===== config.mk =====
export PLATFORM = sky130hd
export DESIGN_NAME = sdio_xfer_ctrl
export DESIGN_NICKNAME = d
export VERILOG_FILES = /design/src/rtl/sdio_xfer_pkg.sv /design/src/rtl/sdio_fn_limit.sv /design/src/rtl/sdio_blk_seq.sv /design/src/rtl/sdio_card_irq.sv /design/src/rtl/sdio_xfer_ctrl.sv
export SDC_FILE = /design/constraint.sdc
export NUM_CORES = 1
export LEC_CHECK = 0
export ABC_AREA = 1
export CORE_MARGIN = 2
export CORE_UTILIZATION = 35
export CTS_BUF_LIST = sky130_fd_sc_hd__clkbuf_4 sky130_fd_sc_hd__clkbuf_8
export CTS_CLUSTER_SIZE = 40
export DETAILED_ROUTE_END_ITERATION = 16
export DONT_BUFFER_PORTS = 1
export PLACE_DENSITY = 0.52
export RECOVER_POWER = 25
export SYNTH_ARGS = -nofsm -noshare
export SYNTH_HDL_FRONTEND = slang
export SYNTH_SLANG_ARGS = --single-unit
export TNS_END_PERCENT = 1

===== constraint.sdc =====
create_clock -name clk -period 1.8 [get_ports clk]
set_input_delay 0.09 -clock clk [delete_from_list [all_inputs] [get_ports clk]]
set_output_delay 0.09 -clock clk [all_outputs]
set_load 0.005 [all_outputs]

===== src/rtl/sdio_xfer_pkg.sv =====
// Shared parameters and helpers for the SDIO transfer controller.
// Assumes three card functions numbered 0..2; code 3 is unused.
package sdio_xfer_pkg;
    localparam int NUM_FN  = 3;
    localparam int FN_W    = 2;
    localparam int SIZE_W  = 10;
    localparam int CNT_W   = 9;

    // Largest block size / byte count allowed for a function; 0 = no such function
    function automatic int unsigned fn_max_size(input int unsigned fn);
        case (fn)
            0:       return 32;
            1:       return 64;
            2:       return 512;
            default: return 0;
        endcase
    endfunction
endpackage


===== src/rtl/sdio_fn_limit.sv =====
// Combinational legality check for a decoded command.
// Assumes fn numbers outside 0..NFN-1 are illegal; size 0 and a block-mode
// count of 0 are illegal as well.
module sdio_fn_limit #(
    parameter int NFN = sdio_xfer_pkg::NUM_FN,
    parameter int FW  = sdio_xfer_pkg::FN_W,
    parameter int SW  = sdio_xfer_pkg::SIZE_W,
    parameter int CW  = sdio_xfer_pkg::CNT_W
) (
    input  logic [FW-1:0] fn,
    input  logic [SW-1:0] size,
    input  logic          block_mode,
    input  logic [CW-1:0] count,
    output logic          legal
);
    logic [NFN-1:0] fits;

    // One comparator per function against its own ceiling
    for (genvar g = 0; g < NFN; g++) begin : g_fn
        localparam logic [SW:0] LIMIT = (SW+1)'(sdio_xfer_pkg::fn_max_size(g));
        assign fits[g] = (fn == FW'(g)) && ({1'b0, size} <= LIMIT);
    end

    // Combine size, function and count legality
    always_comb begin
        legal = (|fits) && (size != '0) && (!block_mode || (count != '0));
    end
endmodule


===== src/rtl/sdio_blk_seq.sv =====
// Transfer register set and block count-down.
// Assumes start and reject are mutually exclusive and only raised while idle.
// All state holds while en is low; reset wins regardless of en.
module sdio_blk_seq #(
    parameter int FW = sdio_xfer_pkg::FN_W,
    parameter int SW = sdio_xfer_pkg::SIZE_W,
    parameter int CW = sdio_xfer_pkg::CNT_W
) (
    input  logic          clk,
    input  logic          rst_n,
    input  logic          en,
    input  logic          start,
    input  logic          reject,
    input  logic [FW-1:0] start_fn,
    input  logic          start_write,
    input  logic [SW-1:0] start_size,
    input  logic [CW-1:0] start_blocks,
    input  logic          blk_done,
    output logic          active,
    output logic [FW-1:0] fn_q,
    output logic          write_q,
    output logic [SW-1:0] size_q,
    output logic [CW-1:0] left_q,
    output logic          done_q,
    output logic          err_q
);
    localparam logic [CW-1:0] ONE = CW'(1);

    // Sequencer state: load on start, count down on blk_done, flag results
    always_ff @(posedge clk) begin
        if (!rst_n) begin
            active  <= 1'b0;
            fn_q    <= '0;
            write_q <= 1'b0;
            size_q  <= '0;
            left_q  <= '0;
            done_q  <= 1'b0;
            err_q   <= 1'b0;
        end else if (en) begin
            done_q <= 1'b0;
            err_q  <= reject;
            if (start) begin
                active  <= 1'b1;
                fn_q    <= start_fn;
                write_q <= start_write;
                size_q  <= start_size;
                left_q  <= start_blocks;
            end else if (active && blk_done) begin
                left_q <= left_q - ONE;
                if (left_q == ONE) begin
                    active <= 1'b0;
                    done_q <= 1'b1;
                end
            end
        end
    end
endmodule


===== src/rtl/sdio_card_irq.sv =====
// Card interrupt generation in two forms.
// Out-of-band: ungated, combinational, valid with the clock stopped.
// In-band: data line 1 pulled low only in 4-bit mode while lines are idle.
module sdio_card_irq #(
    parameter int NFN = sdio_xfer_pkg::NUM_FN
) (
    input  logic [NFN-1:0] req,
    input  logic [NFN-1:0] en,
    input  logic           master_en,
    input  logic           wide_bus,
    input  logic           busy,
    output logic           oob,
    output logic           dat1_n
);
    logic pending;

    // Merge enabled requests and derive both interrupt forms
    always_comb begin
        pending = master_en && (|(req & en));
        oob     = pending;
        dat1_n  = !(pending && wide_bus && !busy);
    end
endmodule


===== src/rtl/sdio_xfer_ctrl.sv =====
// SDIO multi-function transfer controller (top).
// Checks each decoded command against its function's size ceiling, runs the
// block count-down and raises the card interrupt. Assumes cmd_valid and
// blk_done are single-cycle strobes qualified by clk_en.
module sdio_xfer_ctrl #(
    parameter int NFN = sdio_xfer_pkg::NUM_FN,
    parameter int FW  = sdio_xfer_pkg::FN_W,
    parameter int SW  = sdio_xfer_pkg::SIZE_W,
    parameter int CW  = sdio_xfer_pkg::CNT_W
) (
    input  logic           clk,
    input  logic           rst_n,
    input  logic           clk_en,
    input  logic           cmd_valid,
    input  logic [FW-1:0]  cmd_fn,
    input  logic           cmd_write,
    input  logic           cmd_block,
    input  logic [SW-1:0]  cmd_size,
    input  logic [CW-1:0]  cmd_count,
    input  logic           blk_done,
    input  logic           dat_busy,
    input  logic           bus_4bit,
    input  logic [NFN-1:0] irq_req,
    input  logic [NFN-1:0] irq_en,
    input  logic           irq_master_en,
    output logic           xfer_active,
    output logic [FW-1:0]  xfer_fn,
    output logic           xfer_write,
    output logic [SW-1:0]  xfer_size,
    output logic [CW-1:0]  blocks_left,
    output logic           xfer_done,
    output logic           err_range,
    output logic           oob_irq,
    output logic           dat1_irq_n
);
    logic          legal;
    logic          take;
    logic          start;
    logic          reject;
    logic [CW-1:0] n_blocks;

    sdio_fn_limit #(.NFN(NFN), .FW(FW), .SW(SW), .CW(CW)) u_limit (
        .fn         (cmd_fn),
        .size       (cmd_size),
        .block_mode (cmd_block),
        .count      (cmd_count),
        .legal      (legal)
    );

    // Accept or refuse a command only while idle
    always_comb begin
        take     = cmd_valid && !xfer_active;
        start    = take && legal;
        reject   = take && !legal;
        n_blocks = cmd_block ? cmd_count : CW'(1);
    end

    sdio_blk_seq #(.FW(FW), .SW(SW), .CW(CW)) u_seq (
        .clk          (clk),
        .rst_n        (rst_n),
        .en           (clk_en),
        .start        (start),
        .reject       (reject),
        .start_fn     (cmd_fn),
        .start_write  (cmd_write),
        .start_size   (cmd_size),
        .start_blocks (n_blocks),
        .blk_done     (blk_done),
        .active       (xfer_active),
        .fn_q         (xfer_fn),
        .write_q      (xfer_write),
        .size_q       (xfer_size),
        .left_q       (blocks_left),
        .done_q       (xfer_done),
        .err_q        (err_range)
    );

    sdio_card_irq #(.NFN(NFN)) u_irq (
        .req       (irq_req),
        .en        (irq_en),
        .master_en (irq_master_en),
        .wide_bus  (bus_4bit),
        .busy      (dat_busy),
        .oob       (oob_irq),
        .dat1_n    (dat1_irq_n)
    );
endmodule


Word level (Yosys, flattened, before mapping) --
Index checks and enable logic that the tools add are counted.
Cells by class: $add $sub $neg 1, muxes and demuxes 9, equal/unequal tests 3, bitwise operators 1, order comparisons 3, reductions and logical operators 28
Operators by type and width (count):
- 9-bit two-way mux | 3
- 1-bit logical AND | 12
- 10-bit <= comparator, second input constant | 1
- 10-bit by 6-bit <= comparator with 1-bit output, second input constant | 1
- 10-bit by 7-bit <= comparator with 1-bit output, second input constant | 1
- 10-bit nonzero test | 1
- 9-bit by 1-bit == test with 1-bit output, second input constant | 1
- 9-bit nonzero test | 1
- 9-bit by 1-bit subtractor with 9-bit output, second input constant | 1
- 1-bit two-way mux | 6
- 3-bit OR reduction | 2
- 1-bit zero test | 5
- 2-bit AND reduction | 2
- 2-bit nonzero test | 2
- 3-bit AND | 1
- 3-bit AND reduction | 1
- 2-bit by 1-bit == test with 1-bit output, second input constant | 1
- 2-bit == test, second input constant | 1
- 2-bit zero test | 1
- 1-bit logical OR | 1
Storage, ports and cells: input port bits 37, logic and storage cells 52, bits in registers 25, output and inout port bits 27

Depth between registers and ports, before layout --
Gate-level depths: netlist of run 1.
word-level depth 8, gate-level depth with buffers 13, depth with buffers taken out 12

Cells and area by module --
A second synthesis of run 1 with hierarchy kept.
Second synthesis, totals: cells, all modules 242, area total of the unflattened synthesis 1491.4 um^2
By module, submodules not included:
- sdio_blk_seq | instances 1, cells an instance 169, area an instance 1159.9 um^2, seq. area each 500.5 um^2
- sdio_fn_limit | instances 1, cells an instance 40, area an instance 190.2 um^2, seq. area each 0.0 um^2
- sdio_xfer_ctrl | instances 1, cells an instance 24, area an instance 97.6 um^2, seq. area each 0.0 um^2
- sdio_card_irq | instances 1, cells an instance 9, area an instance 43.8 um^2, seq. area each 0.0 um^2

Worst setup path after synthesis of run 1 --
OpenSTA, ideal clock, no wires.
kind register to register, from register u_seq.active, to register u_seq.left_q[2], library setup time 0.116 ns, data arrival time 1.204 ns, data required time 1.684 ns, slack 0.480 ns, clock period less this slack 1.320 ns, stages on the path, launching flop included 8, cells stage by stage dfxtp_1 > nor3_1 > nand3_4 > nand2_4 > buf_6 > nand2_1 > nor2_1 > nor2_1
On the way: cells in the longest elaborated chain, start to end 5, elaborated cells between the ends (all ways) 7, classes of those cells mux: 1; reduce/logical: 6
Ends and longest elaborated chain:
- start, declared | RTL line sdio_blk_seq.sv:19 | output logic active,
- start signal, assigned | RTL line sdio_blk_seq.sv:32 | active <= 1'b0;
- start signal, assigned | RTL line sdio_blk_seq.sv:43 | active <= 1'b1;
- start signal, assigned | RTL line sdio_blk_seq.sv:51 | active <= 1'b0;
- 1-bit zero test | RTL line sdio_xfer_ctrl.sv:52 | take = cmd_valid && !xfer_active;
- 1-bit logical AND | RTL line sdio_xfer_ctrl.sv:52
- 1-bit logical AND | RTL line sdio_xfer_ctrl.sv:53 | start = take && legal;
- 2-bit nonzero test (no line)
- 2-bit AND reduction (no line)
- end signal, assigned | RTL line sdio_blk_seq.sv:47 | left_q <= start_blocks;
- end signal, assigned | RTL line sdio_blk_seq.sv:49 | left_q <= left_q - ONE;
- end, declared | RTL line sdio_blk_seq.sv:23 | output logic [CW-1:0] left_q,
Parallel ways exist; a longest one is shown, timed or not. A chain may end at the register's enable or synchronous reset.

Worst setup path in the final report of run 1 --
from input port cmd_size[8], to register u_seq.left_q[3]
On the way: cells in the longest elaborated chain, start to end 8, elaborated cells between the ends (all ways) 14, classes of those cells order compare: 3; mux: 1; reduce/logical: 10
Ends and longest elaborated chain:
- start, declared | RTL line sdio_xfer_ctrl.sv:18 | input logic [SW-1:0] cmd_size,
- 10-bit by 6-bit <= comparator with 1-bit output, or another cell as far along | RTL line sdio_fn_limit.sv:21 | assign fits[g] = (fn == FW'(g)) && ({1'b0, size} <= LIMIT);
- 1-bit logical AND | RTL line sdio_fn_limit.sv:21
- 3-bit OR reduction | RTL line sdio_fn_limit.sv:26 | legal = (|fits) && (size != '0) && (!block_mode || (count != '0));
- 1-bit logical AND * (2 in series) | RTL line sdio_fn_limit.sv:26
- 1-bit logical AND * | RTL line sdio_xfer_ctrl.sv:53
- 2-bit nonzero test (no line)
- 2-bit AND reduction (no line)
Mark *: on every way between the ends. The rest lies on a longest branch, timed or not.

==> impl_metrics.csv, run 1 <==
group,metric,value,unit
outcome,outcome,"finished, final reports clean",
layout,drive_above_1_share,6.96,%
route,drc_errors,0,
synthesis,synth-simple-area-share,35.4,%
layout,fillCellCount,435,
grt,grt-ovfl-total,0,
timing,hold_viol,0,
critical_path,worstSetupEndpointType,"flip-flop",
timing,timing.fmax,596,MHz
cts,cts_tree,"yes",
route,ant_nets,0,
cts,htree_levels,1,
synthesis,synth-compound-area-share,14.6,%
cts,clk_pin_slew,0.09,ns
place,port_buffers,0,
cts,cts_made_buffers,3,
place,gp_congestion,0.761,
floorplan,dieHeight,68.0,um
synthesis,yosys.area.top_type,"dfxtp_1",
synthesis,yosys_warnings,0,
synthesis,syn_area,0.00144,mm^2
cts,clockRootBuffer,"clkbuf_8",
timing,skew,0.00885,ns
critical_path,critPathRequiredTime,1.96,ns
layout,areaGrowthSynthToFinish,15.8,%
cts,cts_sinks,25,
timing,slew_violations,0,
layout,final_common_cell,"nand2_1",
layout,antenna_cells,0,
synthesis,yosysTopAreaCellShare,34.9,%
synthesis,synthAdderAreaFrac,1.74,%
place,hpwl,2640,um
floorplan,io_pins,64,
synthesis,synth.area.top_cells,"dfxtp_1, nand2_1, nor2_1",
timing,finalSetupViolations,0,
synthesis,yosys.area_share.xor_xnor,3.05,%
cts,clk_latency,0.27,ns
route,wl,3560,um
pwr,power.leakage,0.733,nW
route,wl_per_cell,12.7,um
grt,grt_pass1_vias,1301,
synthesis,ys_async_sr_fraction,0,%
timing,tightestPinTransition,0.512,ns
cts,clk_path_buf_depth,2,
layout,finalNetCount,270,
route,dr.first_iter.drc_count,44,
critical_path,cp-start-kind,"input pin",
route,vias_per_cell,4.80,
place,pre_cts_ws,0.319,ns
floorplan,num_rows,23,
route,vias,1343,
synthesis,synth_top_family_by_area,"simple AND/OR/NAND/NOR gates",
synthesis,synth_nets,256,
critical_path,arrival,1.84,ns
route,drtPass1Iterations,4,
timing,hold_slack,0.0159,ns
floorplan,core-area,0.00397,mm^2
timing,fin_ws,0.122,ns
pwr,irDropWorstVdd,322,uV
grt,grt_pass1_wl,5690,um
grt,grt_use_total,16.4,%
hold_path,min_path_type,"in2reg",
timing,max-slew-margin-rel,65.7,%
timing,min_period,1.68,ns
synthesis,avgSynthCellArea,6.61,um^2
floorplan,initial_core_util,36.1,%
floorplan,dieArea,0.00463,mm^2
critical_path,critPathKind,"in2reg",
synthesis,synth-edff-count,0,
synthesis,synth.area.mux_share,0,%
flow_run,cap_viol_max_count,0,
synthesis,ys_types,26,
timing,finalSetupTns,0,ns
pwr,finalPower,0.00109,W
critical_path,path_max_fanout,8,
timing,fin_crit_sh,93.2,%
synthesis,ys_seq_area_share,34.9,%
layout,final_cell_mix,"nand2_1, nor2_1, dfxtp_1",
floorplan,fp.dieW,68.0,um
synthesis,synthFlopType,"dfxtp_1",
pwr,p_per_area,656,mW/mm^2
grt,antenna_found_initial,0,
synthesis,ys_seq_elements,25,
grt,grt_max_degree,23,
synthesis,syn-instance-count,217,
==> power breakdown <==
part           switching [W]  leakage, nW  internal [W]
clock network       0.000175       0.0255      0.000155
logic               0.000100        0.505     0.0000773
registers          0.0000162        0.202      0.000567
total               0.000291        0.733      0.000799
==> critical path, stage by stage <==
cell and delay, ns:
dlygate4sd3_1 0.53, inv_1 0.07, nand2_1 0.08, nor2_1 0.16, nand2_1 0.07, nand2_1 0.06, nand2_1 0.07, nand2_4 0.12
nand3_4 0.14, nand2_8 0.14, buf_12 0.11, o21ai_0 0.07, nor2_1 0.08, nor2_1 0.04
==> registers in the layout, summed over array words and instances, names as in the netlist <==
name	cells
u_seq.active	1
u_seq.done_q	1
u_seq.err_q	1
u_seq.fn_q	2
u_seq.left_q	9
u_seq.size_q	10
u_seq.write_q	1
==> cells in the mapped netlist, types with 2 or more instances <==
master / instances
dfxtp_1: 25
nand3_1: 7
nand3_4: 2
nand3b_1: 2
a21oi_1: 18
inv_1: 22
xnor2_1: 2
nand2_4: 2
o21ai_0: 16
nand2_1: 59
ha_1: 2
xor2_1: 3
nor2_1: 32
or2_0: 2
o21ai_1: 6
nand4_1: 4
buf_6: 4
==> cell families after synthesis <==
family                   after synthesis
flip-flops                            25
XOR/XNOR                               5
buffers and inverters                 31
AND/OR/NAND/NOR                      113
AO/OA/AOI/OAI                         41
adder cells (fa/ha/maj)                2
==> final timing paths <==
path	slack [ns]	endpoint	cells past startpoint	startpoint
min	0.02	u_seq.done_q$_SDFFE_PN0P_	3	clk_en
min reg2reg	0.49	u_seq.size_q[0]$_SDFFE_PN0P_	2	u_seq.size_q[0]$_SDFFE_PN0P_
max	0.12	u_seq.left_q[3]$_SDFFE_PN0P_	14	cmd_size[8]
max reg2reg	0.29	u_seq.left_q[3]$_SDFFE_PN0P_	7	u_seq.active$_SDFFE_PN0P_
==> final cells by class <==
class	count	area (um^2)	area share (%)
clock inverters	1	5.00	0.301
repair buffers	15	155	9.34
multi-input cells	161	795	47.8
inverters	25	103	6.17
well taps	50	62.6	3.77
flip-flops and latches	25	500	30.1
clock buffers	3	41.3	2.48
==> timing repair <==
action,4_1_cts,5_1_grt
setup endpoints to repair,0,18
buffers inserted,0,3
endpoints found under the hold margin,20,0
resized for setup,0,4
hold buffers,12,0
==> routing by layer <==
layer | routed length, um | vias up | global-route usage, %
li1 | - | 718 | -
met1 | 1540 | 571 | 20.6
met2 | 1650 | 52 | 27.4
met3 | 350 | 2 | 4.44
met4 | 18 | 0 | 4.50
met5 | 0 | - | 0
==> stage by stage <==
step | instance area [um^2] | instances | utilization, %
after detailed placement | 1440 | 261 | 36.4
after global routing | 1660 | 280 | 41.8
after global placement | 1440 | 261 | 36.4
final | 1660 | 280 | 41.8
after CTS | 1610 | 277 | 40.5
after floorplan | 1440 | 217 | -
Power figures use the tool's default switching activity.
==> run 2: changes to the inputs <==
--- a/config.mk
+++ b/config.mk
@@ -14,7 +14,9 @@
 export DONT_BUFFER_PORTS = 1
 export PLACE_DENSITY = 0.52
 export RECOVER_POWER = 25
+export SLEW_MARGIN = 20
 export SYNTH_ARGS = -nofsm -noshare
 export SYNTH_HDL_FRONTEND = slang
+export SYNTH_HIERARCHICAL = 1
 export SYNTH_SLANG_ARGS = --single-unit
 export TNS_END_PERCENT = 1
==> run 2 against run 1 <==
Effect of this change:
- register-to-register slack worse by 0.03 ns
- clock-buffer cell count stayed put
- first-iteration DRC count increased by 52%
- via count up 7.8%
- critical path type is now reg2reg
- largest power group unchanged
- highest routed layer unchanged
==> impl_metrics.csv, run 2 <==
group,metric,value,unit
grt,met3_usage,4.65,%
pwr,irDropWorstVdd,349,uV
floorplan,dieArea,0.00480,mm^2
critical_path,r2r_cells,9,
synthesis,synth-edff-count,0,
place,port_buffers,0,
timing,max-slew-margin-rel,63.3,%
critical_path,cpMostUsedCell,"nand2_1",
synthesis,yosysTopAreaCellShare,33.6,%
grt,grt_pass1_vias,1388,
critical_path,slowest_delay,0.41,ns
critical_path,crit_path_cell_trace,"inv_1, nand2_1, nor2_1, buf_4, nor2_1, nand2_1, o21ai_1, nand2_1, a21oi_1",
grt,grt_pass1_wl,6440,um
grt,grt-ovfl-total,0,
grt,grt_max_degree,18,
timing,hold_viol,0,
route,wl,3900,um
floorplan,fp.dieW,69.3,um
synthesis,synth_nets,281,
layout,final_util,42.9,%
pwr,p_sw,0.000321,W
timing,fin_crit_sh,85.3,%
synthesis,synth_common_cells,"nor2_1, nand2_1, inv_1",
cts,clk_pin_slew,0.10,ns
cts,cts_made_buffers,3,
route,vias_per_cell,4.69,
timing,finalSetupTns,0,ns
synthesis,yosys.area.top_type,"dfxtp_1",
floorplan,io_pins,64,
pwr,p_sw_share,28.3,%
timing,finalSetupViolations,0,
pwr,finalPower,0.00113,W
grt,top_usage_layer,"met2",
route,wl_per_cell,12.6,um
grt,grt_use_total,16.3,%
cts,clk_path_buf_depth,2,
floorplan,num_rows,23,
place,pre_cts_ws,0.107,ns
critical_path,rrSetupSlack,0.26,ns
synthesis,ys_seq_area_share,33.6,%
synthesis,yosys_warnings,6,
synthesis,syn-instance-count,242,
hold_path,whs_endpoint,"u_seq/left_q[8]$_SDFFE_PN0P_",
critical_path,path_max_fanout,13,
pwr,power.leakage,0.780,nW
timing,slew_violations,0,
hold_path,min_path_type,"in2reg",
grt,antenna_found_initial,0,
layout,areaGrowthSynthToFinish,16.7,%
layout,drive_above_1_share,8.49,%
cts,cts_sinks,25,
synthesis,ys_types,30,
pwr,p_int,0.000814,W
layout,fillCellCount,440,
cts,htree_levels,1,
synthesis,synth.area.top_cells,"dfxtp_1, nor2_1, nand2_1",
layout,regMostFlops,"u_seq/size_q",
synthesis,synth_most_common_cell,"nor2_1",
route,drc_errors,0,
floorplan,initial_core_util,36.8,%
route,ant_nets,0,
pwr,sequentialPowerShare,51.5,%
timing,min_period,1.54,ns
cts,cts_tree,"yes",
hold_path,holdPathStages,2,
cts,clk_latency,0.28,ns
layout,finalNetCount,299,
critical_path,worstSetupEndpointType,"flip-flop",
floorplan,dieHeight,69.3,um
timing,tightestPinTransition,0.548,ns
layout,final_cell_mix,"nor2_1, nand2_1, inv_1",
critical_path,critPathTopFamily,"simple AND/OR/NAND/NOR gates",
critical_path,reg2reg_to,"u_seq/left_q[6]$_SDFFE_PN0P_",
layout,antenna_cells,0,
critical_path,cp-start-kind,"flip-flop",
place,hpwl,2920,um
pwr,clkPwrFrac,32.2,%
critical_path,worst_path_max_delay_cell,"dfxtp_1",
grt,use_met1,23.3,%
synthesis,synthFlopType,"dfxtp_1",
timing,timing.fmax,651,MHz
hold_path,min-delay-start,"rst_n",
synthesis,avgSynthCellArea,6.16,um^2
layout,final_common_cell,"nor2_1",
critical_path,cp_num_buf_inv,2,
route,vias,1448,
outcome,outcome,"finished, final reports clean",
timing,skew,0.00354,ns
place,gp_congestion,0.819,
timing,fin_ws,0.264,ns
grt,met2_usage,23.4,%
layout,largest_reg_flops,10,
critical_path,critPathRequiredTime,2.01,ns
floorplan,core-area,0.00406,mm^2
timing,rsz0062_at_grt,"no",
route,dr.first_iter.drc_count,67,
cts,post_cts_buffers,0,
route,drtPass1Iterations,4,
critical_path,worstReg2RegStart,"u_seq/active$_SDFFE_PN0P_",
critical_path,arrival,1.75,ns
synthesis,ys_async_sr_fraction,0,%
pwr,pwr-share-comb,16.2,%
critical_path,critPathKind,"reg2reg",
cts,ctsResizeCount,0,
flow_run,cap_viol_max_count,0,
pwr,p_per_area,652,mW/mm^2
synthesis,syn_area,0.00149,mm^2
layout,largestRegisters,"u_seq/size_q: 10 flops, u_seq/left_q: 9 flops, u_seq/fn_q: 2 flops",
synthesis,ys_seq_elements,25,
cts,clockRootBuffer,"clkbuf_8",
run 2: changes by cell type after synthesis, sizes merged, moves of 3 or more:
cell | before | now
xor2 | 3 | 0
o21ai | 22 | 28
nand2 | 61 | 55
nor2 | 32 | 62
nand3 | 9 | 12
a21oi | 19 | 11
inv | 23 | 32
run 2: how the worst max path moves through the flow:
stage | startpoint | endpoint | cells after the start | slack (ns)
finish | u_seq/active$_SDFFE_PN0P_ | u_seq/left_q[6]$_SDFFE_PN0P_ | 9 | 0.26
global route | u_seq/active$_SDFFE_PN0P_ | u_seq/left_q[6]$_SDFFE_PN0P_ | 9 | 0.03
CTS | u_seq/active$_SDFFE_PN0P_ | u_seq/left_q[6]$_SDFFE_PN0P_ | 9 | 0.27
detailed placement | cmd_size[1] | u_seq/left_q[7]$_SDFFE_PN0P_ | 15 | 0.11
global placement | cmd_size[1] | u_seq/left_q[6]$_SDFFE_PN0P_ | 14 | 0.13
floorplan | cmd_size[9] | u_seq/left_q[8]$_SDFFE_PN0P_ | 14 | 0.26
run 2: cell families after synthesis:
logic type	share of synthesized area [%]
adders and majority gates	1.68
buffers and inverters	10.6
AOI/OAI and AO/OA	15.3
and+or+nand+nor	38.9
DFF	33.6
run 2: worst reg2reg max path: stages, from the launching register on:
cell	delay, ns
dfxtp_1	0.41
inv_1	0.06
nand2_1	0.10
nor2_1	0.07
buf_4	0.17
nor2_1	0.21
nand2_1	0.10
o21ai_1	0.14
nand2_1	0.06
a21oi_1	0.14
run 2: area by class of cell:
| cell class | count | area, um^2 | area share [%] |
|---|---|---|---|
| clock buffer | 3 | 41.3 | 2.37 |
| clock inverter | 1 | 8.76 | 0.503 |
| inverter | 33 | 126 | 7.26 |
| multi-input combinational | 179 | 828 | 47.6 |
| sequential | 25 | 500 | 28.8 |
| tap | 50 | 62.6 | 3.59 |
| timing repair buffer | 18 | 173 | 9.92 |
run 2: what timing repair did:
item	CTS	global route
hold buffers	15	0
endpoints found under the setup margin	0	0
endpoints found under the hold margin	18	0
run 2: through the flow:
stage | std cells | hold slack [ns] | cell area (um^2)
4_1_cts | 309 | 0.0855 | 1750
3_3_place_gp | 290 | 0.231 | 1550
5_1_grt | 309 | 0.104 | 1740
3_5_place_dp | 290 | 0.233 | 1550
6_report | 309 | 0.0960 | 1740
2_1_floorplan | 242 | 0.226 | 1490
run 2: power groups by stage:
stage | sequential [W] | combinational [W] | clock, W
finish | 0.000585 | 0.000184 | 0.000366
global route | 0.000588 | 0.000212 | 0.000403
floorplan | 0.000594 | 0.000131 | 0
CTS | 0.000586 | 0.000185 | 0.000382
detailed placement | 0.000598 | 0.000154 | 0
global placement | 0.000598 | 0.000156 | 0
run 2: per-layer routing:
metal  up-vias  share of wire, %
li1        793                 -
met1       612                52
met2        39                40
met3         4               7.1
met4         0               1.2
met5         -                 0
==> run 3: changes to the inputs <==
--- a/config.mk
+++ b/config.mk
@@ -6,13 +6,12 @@
 export NUM_CORES = 1
 export LEC_CHECK = 0
 export ABC_AREA = 1
-export CORE_MARGIN = 2
 export CORE_UTILIZATION = 35
 export CTS_BUF_LIST = sky130_fd_sc_hd__clkbuf_4 sky130_fd_sc_hd__clkbuf_8
 export CTS_CLUSTER_SIZE = 40
 export DETAILED_ROUTE_END_ITERATION = 16
 export DONT_BUFFER_PORTS = 1
-export PLACE_DENSITY = 0.52
+export PLACE_DENSITY = 0.59
 export RECOVER_POWER = 25
 export SLEW_MARGIN = 20
 export SYNTH_ARGS = -nofsm -noshare
==> run 3 against run 2 <==
Effect of this change:
- via count grew 3.3%
- total power is 0.81% lower
- final area shrank 1.0%
- fmax is 2.2% lower
- final cell count fell by 0.65%
- sequential power hardly changed
- combinational power decreased by 2%
- critical path depth did not move
- non-clock buffer count is 2 lower
- highest routed layer unchanged
==> impl_metrics.csv, run 3 (synthesis gave the netlist of run 2 again) <==
group,metric,value,unit
route,dr.first_iter.drc_count,97,
critical_path,critPathKind,"reg2reg",
place,hpwl,2840,um
floorplan,fp.dieW,67.3,um
route,drc_errors,0,
layout,drive_above_1_share,8.17,%
hold_path,whs_endpoint,"u_seq/size_q[5]$_SDFFE_PN0P_",
critical_path,arrival,1.78,ns
layout,areaGrowthSynthToFinish,15.5,%
timing,fin_crit_sh,87.2,%
floorplan,dieHeight,67.3,um
place,dp.cells,289,
cts,cts_made_buffers,3,
floorplan,num_rows,23,
timing,rsz0062_at_grt,"no",
hold_path,min_path_type,"in2reg",
route,vias_per_cell,4.87,
timing,max-slew-margin-rel,65.3,%
route,wl_per_cell,12.5,um
cts,cts_hold_buf,14,
layout,fillCellCount,436,
pwr,p_per_area,653,mW/mm^2
layout,largest_reg_flops,10,
floorplan,io_pins,64,
critical_path,worst_path_max_delay_cell,"dfxtp_1",
cts,clockRootBuffer,"clkbuf_8",
cts,clk_path_buf_depth,2,
critical_path,crit_cells,9,
layout,final-seq-area,500,um^2
layout,antenna_cells,0,
cts,clk_pin_slew,0.09,ns
critical_path,r2r_cells,9,
layout,largestRegisters,"u_seq/size_q: 10 flops, u_seq/left_q: 9 flops, u_seq/fn_q: 2 flops",
timing,hold_viol,0,
grt,grt_max_degree,18,
timing,tightestPinTransition,0.519,ns
floorplan,core-area,0.00406,mm^2
floorplan,initial_core_util,36.8,%
layout,regMostFlops,"u_seq/size_q",
timing,timing.fmax,637,MHz
route,wl,3840,um
critical_path,worstReg2RegStart,"u_seq/active$_SDFFE_PN0P_",
timing,slew_violations,0,
timing,finalSetupTns,0,ns
route,ant_nets,0,
timing,finalSetupViolations,0,
route,drtPass1Iterations,4,
cts,cts_sinks,25,
critical_path,cpMostUsedCell,"nand2_1",
grt,antenna_found_initial,0,
critical_path,reg2reg_to,"u_seq/left_q[6]$_SDFFE_PN0P_",
outcome,outcome,"finished, final reports clean",
layout,fin_cells,307,
critical_path,slowest_delay,0.41,ns
grt,grt-ovfl-total,0,
floorplan,dieArea,0.00453,mm^2
critical_path,path_max_fanout,13,
grt,grt_pass1_wl,6160,um
critical_path,worstSetupEndpointType,"flip-flop",
layout,final_util,42.5,%
timing,hold_slack,0.0137,ns
cts,post_cts_buffers,0,
critical_path,rrSetupSlack,0.23,ns
grt,grt_use_total,18.0,%
route,vias,1496,
layout,final_cell_mix,"nor2_1, nand2_1, inv_1",
layout,multi_input_area,828,um^2
layout,final_common_cell,"nor2_1",
grt,grt_pass1_vias,1352,
cts,cts_tree,"yes",
cts,ctsResizeCount,0,
critical_path,crit_path_cell_trace,"inv_1, nand2_1, nor2_1, buf_4, nor2_1, nand2_1, o21ai_1, nand2_1, a21oi_1",
place,gp_congestion,0.909,
pwr,power.leakage,0.771,nW
critical_path,cp_num_buf_inv,2,
layout,finalNetCount,297,
timing,skew,0.00123,ns
hold_path,min-delay-start,"cmd_size[5]",
critical_path,critPathTopFamily,"simple AND/OR/NAND/NOR gates",
critical_path,critPathRequiredTime,2.01,ns
pwr,irDropWorstVdd,330,uV
hold_path,holdPathStages,2,
cts,clk_latency,0.27,ns
critical_path,cp-start-kind,"flip-flop",
flow_run,cap_viol_max_count,0,
place,port_buffers,0,
timing,min_period,1.57,ns
cts,htree_levels,1,
## run 3: through the flow
step	area, um^2	setup WS, ns	total power, W
finish	1720	0.230	0.00113
global route	1720	0.106	0.00120
CTS	1730	0.256	0.00114
detailed placement	1540	0.0863	0.000750
global placement	1540	0.135	0.000749
floorplan	1490	0.258	0.000726
## run 3: worst reg2reg max path, stage by stage, from the launching register on
cell	delay (ns)
dfxtp_1	0.41
inv_1	0.05
nand2_1	0.10
nor2_1	0.08
buf_4	0.17
nor2_1	0.22
nand2_1	0.12
o21ai_1	0.14
nand2_1	0.08
a21oi_1	0.14
## run 3: worst max path at each step
stage / start / end
final: u_seq/active$_SDFFE_PN0P_ / u_seq/left_q[6]$_SDFFE_PN0P_
after floorplan: cmd_size[9] / u_seq/left_q[8]$_SDFFE_PN0P_
after global placement: cmd_size[9] / u_seq/left_q[4]$_SDFFE_PN0P_
after CTS: u_seq/active$_SDFFE_PN0P_ / u_seq/left_q[6]$_SDFFE_PN0P_
after global routing: u_seq/active$_SDFFE_PN0P_ / u_seq/left_q[6]$_SDFFE_PN0P_
after detailed placement: cmd_size[9] / u_seq/left_q[7]$_SDFFE_PN0P_
## run 3: cell type report
type	count	area share, %
multi-input combinational	179	48.1
sequential	25	29.0
clock buffer	3	2.40
clock inverter	1	0.508
inverter	33	7.33
tap	50	3.63
timing repair buffer	16	9.01
## run 3: where the power goes
part / total, W / switching [W] / internal [W]
clock: 0.000360 / 0.000198 / 0.000163
combinational: 0.000180 / 0.0000998 / 0.0000799
sequential: 0.000586 / 0.0000169 / 0.000569
total: 0.00113 / 0.000314 / 0.000811
## run 3: routing by layer
metal  track usage [%]  vias up  wire length [um]
met5                 0        -                 0
met4              5.59        0                40
met3              5.74        4               341
met2              27.0       53              1600
met1              24.3      656              1860
li1                  -      783                 -
